<file path="config.mk">
export PLATFORM = sky130hd
export DESIGN_NAME = rx_flow_fifo
export DESIGN_NICKNAME = d
export VERILOG_FILES = /design/src/rtl/rxq_pkg.sv /design/src/rtl/rxq_store.sv /design/src/rtl/rxq_flow.sv /design/src/rtl/rxq_regs.sv /design/src/rtl/rx_flow_fifo.sv
export SDC_FILE = /design/constraint.sdc
export NUM_CORES = 1
export LEC_CHECK = 0
export CAP_MARGIN = 20
export CORE_UTILIZATION = 41
export CTS_CLUSTER_SIZE = 28
export DETAILED_ROUTE_END_ITERATION = 10
export DONT_BUFFER_PORTS = 1
export PLACE_DENSITY = 0.55
export REMOVE_ABC_BUFFERS = 1
export SLEW_MARGIN = 20
export SYNTH_ARGS = -nofsm -noshare
export SYNTH_HDL_FRONTEND = slang
export SYNTH_SLANG_ARGS = --single-unit
</file>
<file path="constraint.sdc">
create_clock -name clk -period 7.3 [get_ports clk]
set_clock_uncertainty 0.15 [all_clocks]
set_input_delay 0.73 -clock clk [delete_from_list [all_inputs] [get_ports clk]]
set_output_delay 0.73 -clock clk [all_outputs]
set_load 0.02 [all_outputs]
</file>
<file path="src/rtl/rxq_pkg.sv">
package rxq_pkg;

    typedef enum logic [1:0] {
        SEL_DATA = 2'd0,
        SEL_STAT = 2'd1,
        SEL_CTRL = 2'd2,
        SEL_NONE = 2'd3
    } reg_sel_e;

    typedef struct packed {
        logic [4:0] spare;
        logic       overrun;
        logic       stopping;
        logic       avail;
    } stat_t;

    function automatic stat_t make_status(input logic ovr, input logic stp, input logic av);
        stat_t s;
        s.spare    = '0;
        s.overrun  = ovr;
        s.stopping = stp;
        s.avail    = av;
        return s;
    endfunction

endpackage

</file>
<file path="src/rtl/rxq_store.sv">
module rxq_store #(
    parameter int DATA_W = 8,
    parameter int DEPTH  = 16,
    parameter int PTR_W  = (DEPTH > 1) ? $clog2(DEPTH) : 1,
    parameter int LVL_W  = $clog2(DEPTH + 1)
) (
    input  logic              clk,
    input  logic              rst,
    input  logic              push_req,
    input  logic [DATA_W-1:0] push_data,
    input  logic              pop_req,
    output logic [DATA_W-1:0] head_data,
    output logic [LVL_W-1:0]  level,
    output logic [LVL_W-1:0]  level_nxt,
    output logic              empty,
    output logic              dropped
);
    localparam logic [LVL_W-1:0] FULL_LVL = LVL_W'(DEPTH);
    localparam logic [PTR_W-1:0] LAST_PTR = PTR_W'(DEPTH - 1);

    logic [PTR_W-1:0] wr_ptr, rd_ptr;
    logic [LVL_W-1:0] lvl_q;
    logic             do_pop, do_push;
    logic [DEPTH-1:0][DATA_W-1:0] cells;

    assign do_pop  = pop_req && (lvl_q != '0);
    assign do_push = push_req && ((lvl_q != FULL_LVL) || do_pop);
    assign dropped = push_req && !do_push;

    always_comb begin
        case ({do_push, do_pop})
            2'b10:   level_nxt = lvl_q + 1'b1;
            2'b01:   level_nxt = lvl_q - 1'b1;
            default: level_nxt = lvl_q;
        endcase
    end

    always_ff @(posedge clk) begin
        if (rst) begin
            wr_ptr <= '0;
            rd_ptr <= '0;
            lvl_q  <= '0;
        end else begin
            lvl_q <= level_nxt;
            if (do_push) wr_ptr <= (wr_ptr == LAST_PTR) ? '0 : wr_ptr + 1'b1;
            if (do_pop)  rd_ptr <= (rd_ptr == LAST_PTR) ? '0 : rd_ptr + 1'b1;
        end
    end

    for (genvar gi = 0; gi < DEPTH; gi++) begin : g_cell
        logic [DATA_W-1:0] cell_q;
        always_ff @(posedge clk) begin
            if (do_push && (wr_ptr == PTR_W'(gi))) cell_q <= push_data;
        end
        assign cells[gi] = cell_q;
    end

    assign head_data = cells[rd_ptr];
    assign level     = lvl_q;
    assign empty     = (lvl_q == '0);
endmodule

</file>
<file path="src/rtl/rxq_flow.sv">
module rxq_flow #(
    parameter int LVL_W = 5,
    parameter int HI    = 12,
    parameter int LO    = 8
) (
    input  logic             clk,
    input  logic             rst,
    input  logic [LVL_W-1:0] level_nxt,
    output logic             stop
);
    localparam logic [LVL_W-1:0] HI_L = LVL_W'(HI);
    localparam logic [LVL_W-1:0] LO_L = LVL_W'(LO);

    logic stop_q;

    always_ff @(posedge clk) begin
        if (rst)                    stop_q <= 1'b0;
        else if (level_nxt >= HI_L) stop_q <= 1'b1;
        else if (level_nxt <= LO_L) stop_q <= 1'b0;
    end

    assign stop = stop_q;
endmodule

</file>
<file path="src/rtl/rxq_regs.sv">
module rxq_regs
    import rxq_pkg::*;
#(
    parameter int DATA_W = 8
) (
    input  logic              clk,
    input  logic              rst,
    input  logic              bus_rd,
    input  logic              bus_wr,
    input  logic [1:0]        bus_addr,
    input  logic [DATA_W-1:0] bus_wdata,
    input  logic [DATA_W-1:0] head_data,
    input  logic              empty,
    input  logic              stop,
    input  logic              dropped,
    output logic              pop_req,
    output logic [DATA_W-1:0] bus_rdata,
    output logic              irq,
    output logic              overrun
);
    reg_sel_e          sel;
    stat_t             stat_now;
    logic [DATA_W-1:0] rdata_q, last_q;
    logic              ovr_q, ie_q;

    assign sel      = reg_sel_e'(bus_addr);
    assign pop_req  = bus_rd && (sel == SEL_DATA) && !empty;
    assign stat_now = make_status(ovr_q, stop, !empty);

    always_ff @(posedge clk) begin
        if (rst) begin
            rdata_q <= '0;
            last_q  <= '0;
            ovr_q   <= 1'b0;
            ie_q    <= 1'b0;
        end else begin
            if (bus_rd) begin
                case (sel)
                    SEL_DATA: begin
                        if (!empty) begin
                            rdata_q <= head_data;
                            last_q  <= head_data;
                        end else begin
                            rdata_q <= last_q;
                        end
                    end
                    SEL_STAT: rdata_q <= DATA_W'(stat_now);
                    SEL_CTRL: rdata_q <= DATA_W'(ie_q);
                    default:  rdata_q <= '0;
                endcase
            end
            if (dropped)                           ovr_q <= 1'b1;
            else if (bus_rd && (sel == SEL_STAT))  ovr_q <= 1'b0;
            if (bus_wr && (sel == SEL_CTRL))       ie_q  <= bus_wdata[0];
        end
    end

    assign bus_rdata = rdata_q;
    assign irq       = ie_q && !empty;
    assign overrun   = ovr_q;
endmodule

</file>
<file path="src/rtl/rx_flow_fifo.sv">
module rx_flow_fifo #(
    parameter int DATA_W       = 8,
    parameter int DEPTH        = 16,
    parameter int LATE_CHARS   = 3,
    parameter int RESUME_LEVEL = 8
) (
    input  logic              clk,
    input  logic              rst,
    input  logic              rx_valid,
    input  logic [DATA_W-1:0] rx_data,
    input  logic              bus_rd,
    input  logic              bus_wr,
    input  logic [1:0]        bus_addr,
    input  logic [DATA_W-1:0] bus_wdata,
    output logic [DATA_W-1:0] bus_rdata,
    output logic              stop_req,
    output logic              irq
);
    localparam int LVL_W   = $clog2(DEPTH + 1);
    localparam int HI_MARK = DEPTH - (LATE_CHARS + 1);

    logic [DATA_W-1:0] head;
    logic [LVL_W-1:0]  lvl, lvl_nxt;
    logic              empty, dropped, pop, stop, ovr;

    rxq_store #(.DATA_W(DATA_W), .DEPTH(DEPTH)) u_store (
        .clk(clk), .rst(rst),
        .push_req(rx_valid), .push_data(rx_data), .pop_req(pop),
        .head_data(head), .level(lvl), .level_nxt(lvl_nxt),
        .empty(empty), .dropped(dropped)
    );

    rxq_flow #(.LVL_W(LVL_W), .HI(HI_MARK), .LO(RESUME_LEVEL)) u_flow (
        .clk(clk), .rst(rst), .level_nxt(lvl_nxt), .stop(stop)
    );

    rxq_regs #(.DATA_W(DATA_W)) u_regs (
        .clk(clk), .rst(rst),
        .bus_rd(bus_rd), .bus_wr(bus_wr), .bus_addr(bus_addr), .bus_wdata(bus_wdata),
        .head_data(head), .empty(empty), .stop(stop), .dropped(dropped),
        .pop_req(pop), .bus_rdata(bus_rdata), .irq(irq), .overrun(ovr)
    );

    assign stop_req = stop;
endmodule

</file>
=== After elaboration in Yosys (flattened, before gate mapping) ===
Index checks and enable logic that the tools add are counted.

* Register bits: 160
* Logic and storage cells: 97

* Multiplexer cells: 11
* Reductions and logical operators: 34
* Order comparisons: 3
* Add/subtract/negate cells: 4
* Equality and inequality tests: 21

{| class="wikitable"
|+ Operators with widths
! cell !! count
|-
| $eq 4x4->1 const B || 9
|-
| $bmux 8 s4 || 1
|-
| $logic_and 1x1->1 || 24
|-
| $pmux 8 s3 || 1
|-
| $eq 4x3->1 const B || 4
|-
| $mux 8 || 2
|-
| $pmux 5 s2 || 1
|-
| $add 4x1->4 const B || 2
|-
| $eq 4x2->1 const B || 2
|-
| $mux 4 || 2
|-
| $add 5x1->5 const B || 1
|-
| $ge 5x4->1 const B || 1
|-
| $le 5x4->1 const B || 1
|-
| $logic_not 5->1 || 1
|-
| $lt 4x5->1 const B || 1
|-
| $ne 5x5->1 const B || 1
|-
| $reduce_bool 5->1 || 1
|-
| $sub 5x1->5 const B || 1
|-
| $eq 2x1->1 const B || 2
|-
| $eq 2x2->1 const B || 2
|-
| $eq 4x1->1 const B || 1
|-
| $logic_not 4->1 || 1
|-
| $mux 1 || 4
|-
| $reduce_bool 2->1 || 2
|-
| other kinds (4) || 5
|}

=== Logic depth before layout (Yosys ltp) ===
* Depth after elaboration: 11
* Depth in mapped cells: 11

=== Cells and area by module ===
Synthesis repeated with hierarchy kept, for this count alone.

* Cell total of the unflattened synthesis: 428
* Area, all modules: 6745.2 µm²

{| class="wikitable"
|+ By module, submodules not included
! module !! cells each !! area each (µm²) !! times used !! seq. area each (µm²)
|-
| rxq_store || 333 || 5864.4 || 1 || 4103.9
|-
| rxq_regs || 90 || 835.8 || 1 || 360.3
|-
| rxq_flow || 5 || 45.0 || 1 || 20.0
|}

=== Worst setup path before layout ===
Ideal clock, no wire load.

* Path type: input -> register
* Start point: input port bus_addr[0]
* End point: register u_flow.stop_q (netlist: u_flow.stop)
* Data required time: 7.014 ns
* Buffers on the path: 1
* Path slack: 3.774 ns
* Stages on the path: 11
* Setup time: 0.136 ns
* Arrival: 3.240 ns
* Cell sequence: buf_2 nor3b_2 o21ai_0 nor2_1 inv_1 fa_1 nand2_1 a2111oi_0 nand2_1 a32oi_1 o32ai_1

* Cells in the longest elaborated chain, start to end: 10
* Elaborated cells between the ends (all ways): 13
* Those cells by class: order compare: 2; eq/ne: 2; mux: 2; reduce/logical: 7

{| class="wikitable"
|+ RTL lines
! element !! line !! text
|-
| start: declaration || rx_flow_fifo.sv:13 || <nowiki>input logic [1:0] bus_addr,</nowiki>
|-
| $logic_not 2->1 (*) || rxq_regs.sv:27 || <nowiki>assign pop_req = bus_rd && (sel == SEL_DATA) && !empty;</nowiki>
|-
| $logic_and 1x1->1 (*) (2 in series) || rxq_regs.sv:27 ||
|-
| $logic_and 1x1->1 (*) || rxq_store.sv:26 || <nowiki>assign do_pop = pop_req && (lvl_q != '0);</nowiki>
|-
| $logic_or 1x1->1 || rxq_store.sv:27 || <nowiki>assign do_push = push_req && ((lvl_q != FULL_LVL) || do_pop);</nowiki>
|-
| $logic_and 1x1->1 || rxq_store.sv:27 ||
|-
| $eq 2x1->1 or $eq 2x2->1 (tied branches) || rxq_store.sv:31 || <nowiki>case ({do_push, do_pop})</nowiki>
|-
| $pmux 5 s2 (*) || rxq_store.sv:31 ||
|-
| $ge 5x4->1 or $le 5x4->1 (tied branches) || rxq_flow.sv:18, rxq_flow.sv:19 ||
|-
| $mux 1 or $reduce_bool 2->1 (tied branches) || - ||
|-
| end signal: assignment || rxq_flow.sv:17 || <nowiki>if (rst) stop_q <= 1'b0;</nowiki>
|-
| end signal: assignment || rxq_flow.sv:18 || <nowiki>else if (level_nxt >= HI_L) stop_q <= 1'b1;</nowiki>
|-
| end signal: assignment || rxq_flow.sv:19 || <nowiki>else if (level_nxt <= LO_L) stop_q <= 1'b0;</nowiki>
|-
| end: declaration || rxq_flow.sv:14 || <nowiki>logic stop_q;</nowiki>
|}

Mark *: on every way between the ends. The rest lies on a longest branch, timed or not.
A chain may end at the register's enable or synchronous reset.

=== Worst setup path after layout ===
* Start point: register u_store.lvl_q[1] (netlist: u_store.level[1])
* End point: register u_flow.stop_q (netlist: u_flow.stop)

* Cells in the longest elaborated chain, start to end: 10
* Elaborated cells between the ends (all ways): 17
* Those cells by class: add/sub: 2; order compare: 2; eq/ne: 3; mux: 2; reduce/logical: 8

{| class="wikitable"
|+ RTL lines
! element !! line !! text
|-
| start: declaration || rxq_store.sv:22 || <nowiki>logic [LVL_W-1:0] lvl_q;</nowiki>
|-
| start signal: assignment || rxq_store.sv:44 || <nowiki>lvl_q <= level_nxt;</nowiki>
|-
| $logic_not 5->1 || rxq_store.sv:60 || <nowiki>assign empty = (lvl_q == '0);</nowiki>
|-
| $logic_not 1->1 || rxq_regs.sv:27 ||
|-
| $logic_and 1x1->1 || rxq_regs.sv:27 ||
|-
| $logic_and 1x1->1 || rxq_store.sv:26 ||
|-
| $logic_or 1x1->1 || rxq_store.sv:27 ||
|-
| $logic_and 1x1->1 || rxq_store.sv:27 ||
|-
| $eq 2x1->1 or $eq 2x2->1 (tied branches) || rxq_store.sv:31 ||
|-
| $pmux 5 s2 (*) || rxq_store.sv:31 ||
|-
| $ge 5x4->1 or $le 5x4->1 (tied branches) || rxq_flow.sv:18, rxq_flow.sv:19 ||
|-
| $mux 1 or $reduce_bool 2->1 (tied branches) || - ||
|}

Marks and branches as above.

==> flow_summary.json <==
{
  "synth_compound_area_frac": 0.06053,
  "synth_cell_type_count": 55,
  "final_cell_mix": "128 x edfxtp_1, 42 x nand2_1, 37 x mux4_2",
  "rsz0062_at_grt": "false",
  "yosys.area_share.simple": 0.08853,
  "synth_edf_count": 128,
  "cts_buffers": 17,
  "post_cts_buffers": 0,
  "yosysTopAreaCellShare": 0.5774,
  "fin_setup_tns_ns": 0,
  "insertion_delay_ns": 0.42,
  "drtIter0Drc": 278,
  "critical-path-slowest-cell": "or4_1",
  "n_antenna_cell": 0,
  "drc_errors": 0,
  "leakage_uw": 0.002388,
  "drive_gt1_frac": 0.2059,
  "grt_use_total": 0.1763,
  "crit_required_ns": 7.48,
  "cts_resized": 0,
  "grt_max_degree": 37,
  "critPathArrivalTime_ns": 4.00,
  "layout_commonest_cell": "edfxtp_1",
  "synth_top_area_cell": "edfxtp_1",
  "hold_viol": 0,
  "yosysWarningCount": 0,
  "die_y_microns": 129.4,
  "dr.pass1.iters": 5,
  "crit_path_cell_trace": "or4_1 -> o21ai_0 -> nor2_1 -> ha_1 -> or2_2 -> and2_1 -> a2111oi_0 -> o221ai_1 -> o32ai_1",
  "worst_slew_pin_slew_ns": 1.151,
  "holdCritPathClass": "in2reg",
  "timing.final.crit_share": 0.5233,
  "grt_pass1_wl_mm": 20.62,
  "path_max_fanout": 7,
  "status": "finished, final reports clean",
  "endpoint_kind": "flop",
  "antenna_found_initial": 0,
  "timing.fmax_mhz": 261.8,
  "wl_per_cell_microns": 20.78,
  "peakVddDrop_mv": 0.1726,
  "hold_buffers": 0,
  "dr_total_vias": 3653,
  "ys_ff_latch": 160,
  "cts.sinks": 160,
  "place.gp.congestion": 0.8055,
  "drtAntennaViolNets": 0,
  "ctsLongestPathBuffers": 2,
  "io_pins": 33,
  "setup_viol": 0,
  "grt_pass1_vias": 3632,
  "fin_hold_ws_ns": 0.2208,
  "via_per_inst": 5.552,
  "coreArea_sq_um": 15890,
  "critPathKind": "reg2reg",
  "die-area_sq_um": 16750,
  "clkTransAtPathRegs_ns": 0.06,
  "synth_area_per_cell_sq_um": 15.52,
  "nNetsFinal": 461,
  "max_slew_margin": 0.2301,
  "overflow": 0,
  "start_util": 0.4190,
  "synth_fa_ha_area_frac": 0.01805,
  "synth.area.top_cells": "edfxtp_1 58%, mux4_2 13%, dfxtp_1 9.6%, nand2_1 2.4%, nor2_1 1.9%",
  "synthesis.area_sq_um": 6656,
  "critPathMaxStageDelay_ns": 0.68,
  "muxShareOfSynthArea": 0.1314,
  "synth_top_family_by_area": "multiplexers",
  "port_buffers": 0,
  "die_w_microns": 129.4,
  "synth_xor_area_frac": 0.006579,
  "syn-instance-count": 429,
  "synth_flop_cell": "edfxtp_1",
  "fin_crit_ns": 3.820,
  "root_buffer": "clkbuf_16",
  "synth-seq-area-share": 0.6737,
  "routed_wl_mm": 13.67,
  "power_density_nw_per_um2": 276.5,
  "async_flop_share": 0,
  "tritoncts": "built",
  "dpl.hpwl_mm": 8.621,
  "htreeDepth": 4,
  "area_growth_pct": 13.10,
  "drv_slew": 0,
  "maxCapViolations": 0,
  "rows": 46,
  "critPathLaunchType": "flop"
}
-- final cells by class --
cell class              instances  area [sq um]
fillers                      1394          8357
clock inverters                15         216.5
flip-flops and latches        160          4486
clock buffers                  17         425.4
repair buffers                  4         37.54
multi-input cells             236          2056
inverters                      10         37.54
well taps                     216         270.3
-- layer usage --
| layer | share of wire | global-route usage | vias to the layer above |
|---|---|---|---|
| li1 | - | - | 1669 |
| met1 | 0.43 | 0.2191 | 1854 |
| met2 | 0.50 | 0.2957 | 111 |
| met3 | 0.050 | 0.04335 | 19 |
| met4 | 0.018 | 0.07319 | 0 |
| met5 | 0 | 0 | - |
-- cell usage after synthesis, types with 5 or more instances --
master    instances
nor3_1           10
edfxtp_1        128
ha_1              8
nand3_1           5
a21oi_1          12
dfxtp_1          32
nor2_1           33
a22oi_1           8
nand2_1          42
clkbuf_1         11
mux4_2           37
buf_2             8
o21ai_0          15
inv_1             9
nor2b_1           8
-- critical path: cells and delay by family, from the launching register on --
family                     cells  cell delay (ns)
DFF                            1             0.36
adders and majority gates      1             0.36
AOI/OAI and AO/OA              4             1.49
and+or+nand+nor                4             1.36
-- power by group --
group | internal (uW) | switching (uW) | total, uW
Sequential | 1000 | 14.0 | 1020
Combinational | 48.2 | 65.0 | 113
Clock | 604 | 349 | 953
-- through the flow --
stage	power [uW]	util	area, sq um	worst slack (ns)	instances
after floorplan	1119	-	6553	3.915	406
after global placement	1146	0.4318	6859	3.218	624
after detailed placement	1149	0.4334	6884	3.276	626
after CTS	2100	0.4738	7526	3.438	658
after global routing	2145	0.4739	7528	3.170	658
final	2081	0.4739	7528	3.480	658
-- sequential cells by signal, summed over array words and instances (netlist names) --
register and flops:
u_store.rd_ptr 4, u_store.wr_ptr 4, u_regs.ie_q 1, u_store.g_cell.cell_q 128, u_store.level 5, u_regs.bus_rdata 8
u_regs.overrun 1, u_flow.stop 1, u_regs.last_q 8
-- worst paths after layout --
check / startpoint / to / slack (ns) / cells after the start
setup / recovery: u_store.level[1] / u_flow.stop / 3.48 / 9
hold / removal: rst / u_store.rd_ptr[0] / 0.22 / 1
setup reg to reg: u_store.level[1] / u_flow.stop / 3.48 / 9
hold reg to reg: u_regs.last_q[2] / u_regs.last_q[2] / 0.31 / 2
-- cells by family (layout without fill, tap and decap cells) --
family          count (synthesis)  count (layout)
flops                         160             160
simple gates                  122             122
compound gates                 59              59
mux                            41              41
buf+inv                        33              46
fa+ha+maj                       9               9
xor+xnor                        5               5
No activity file was read; power rests on OpenSTA's default activity.
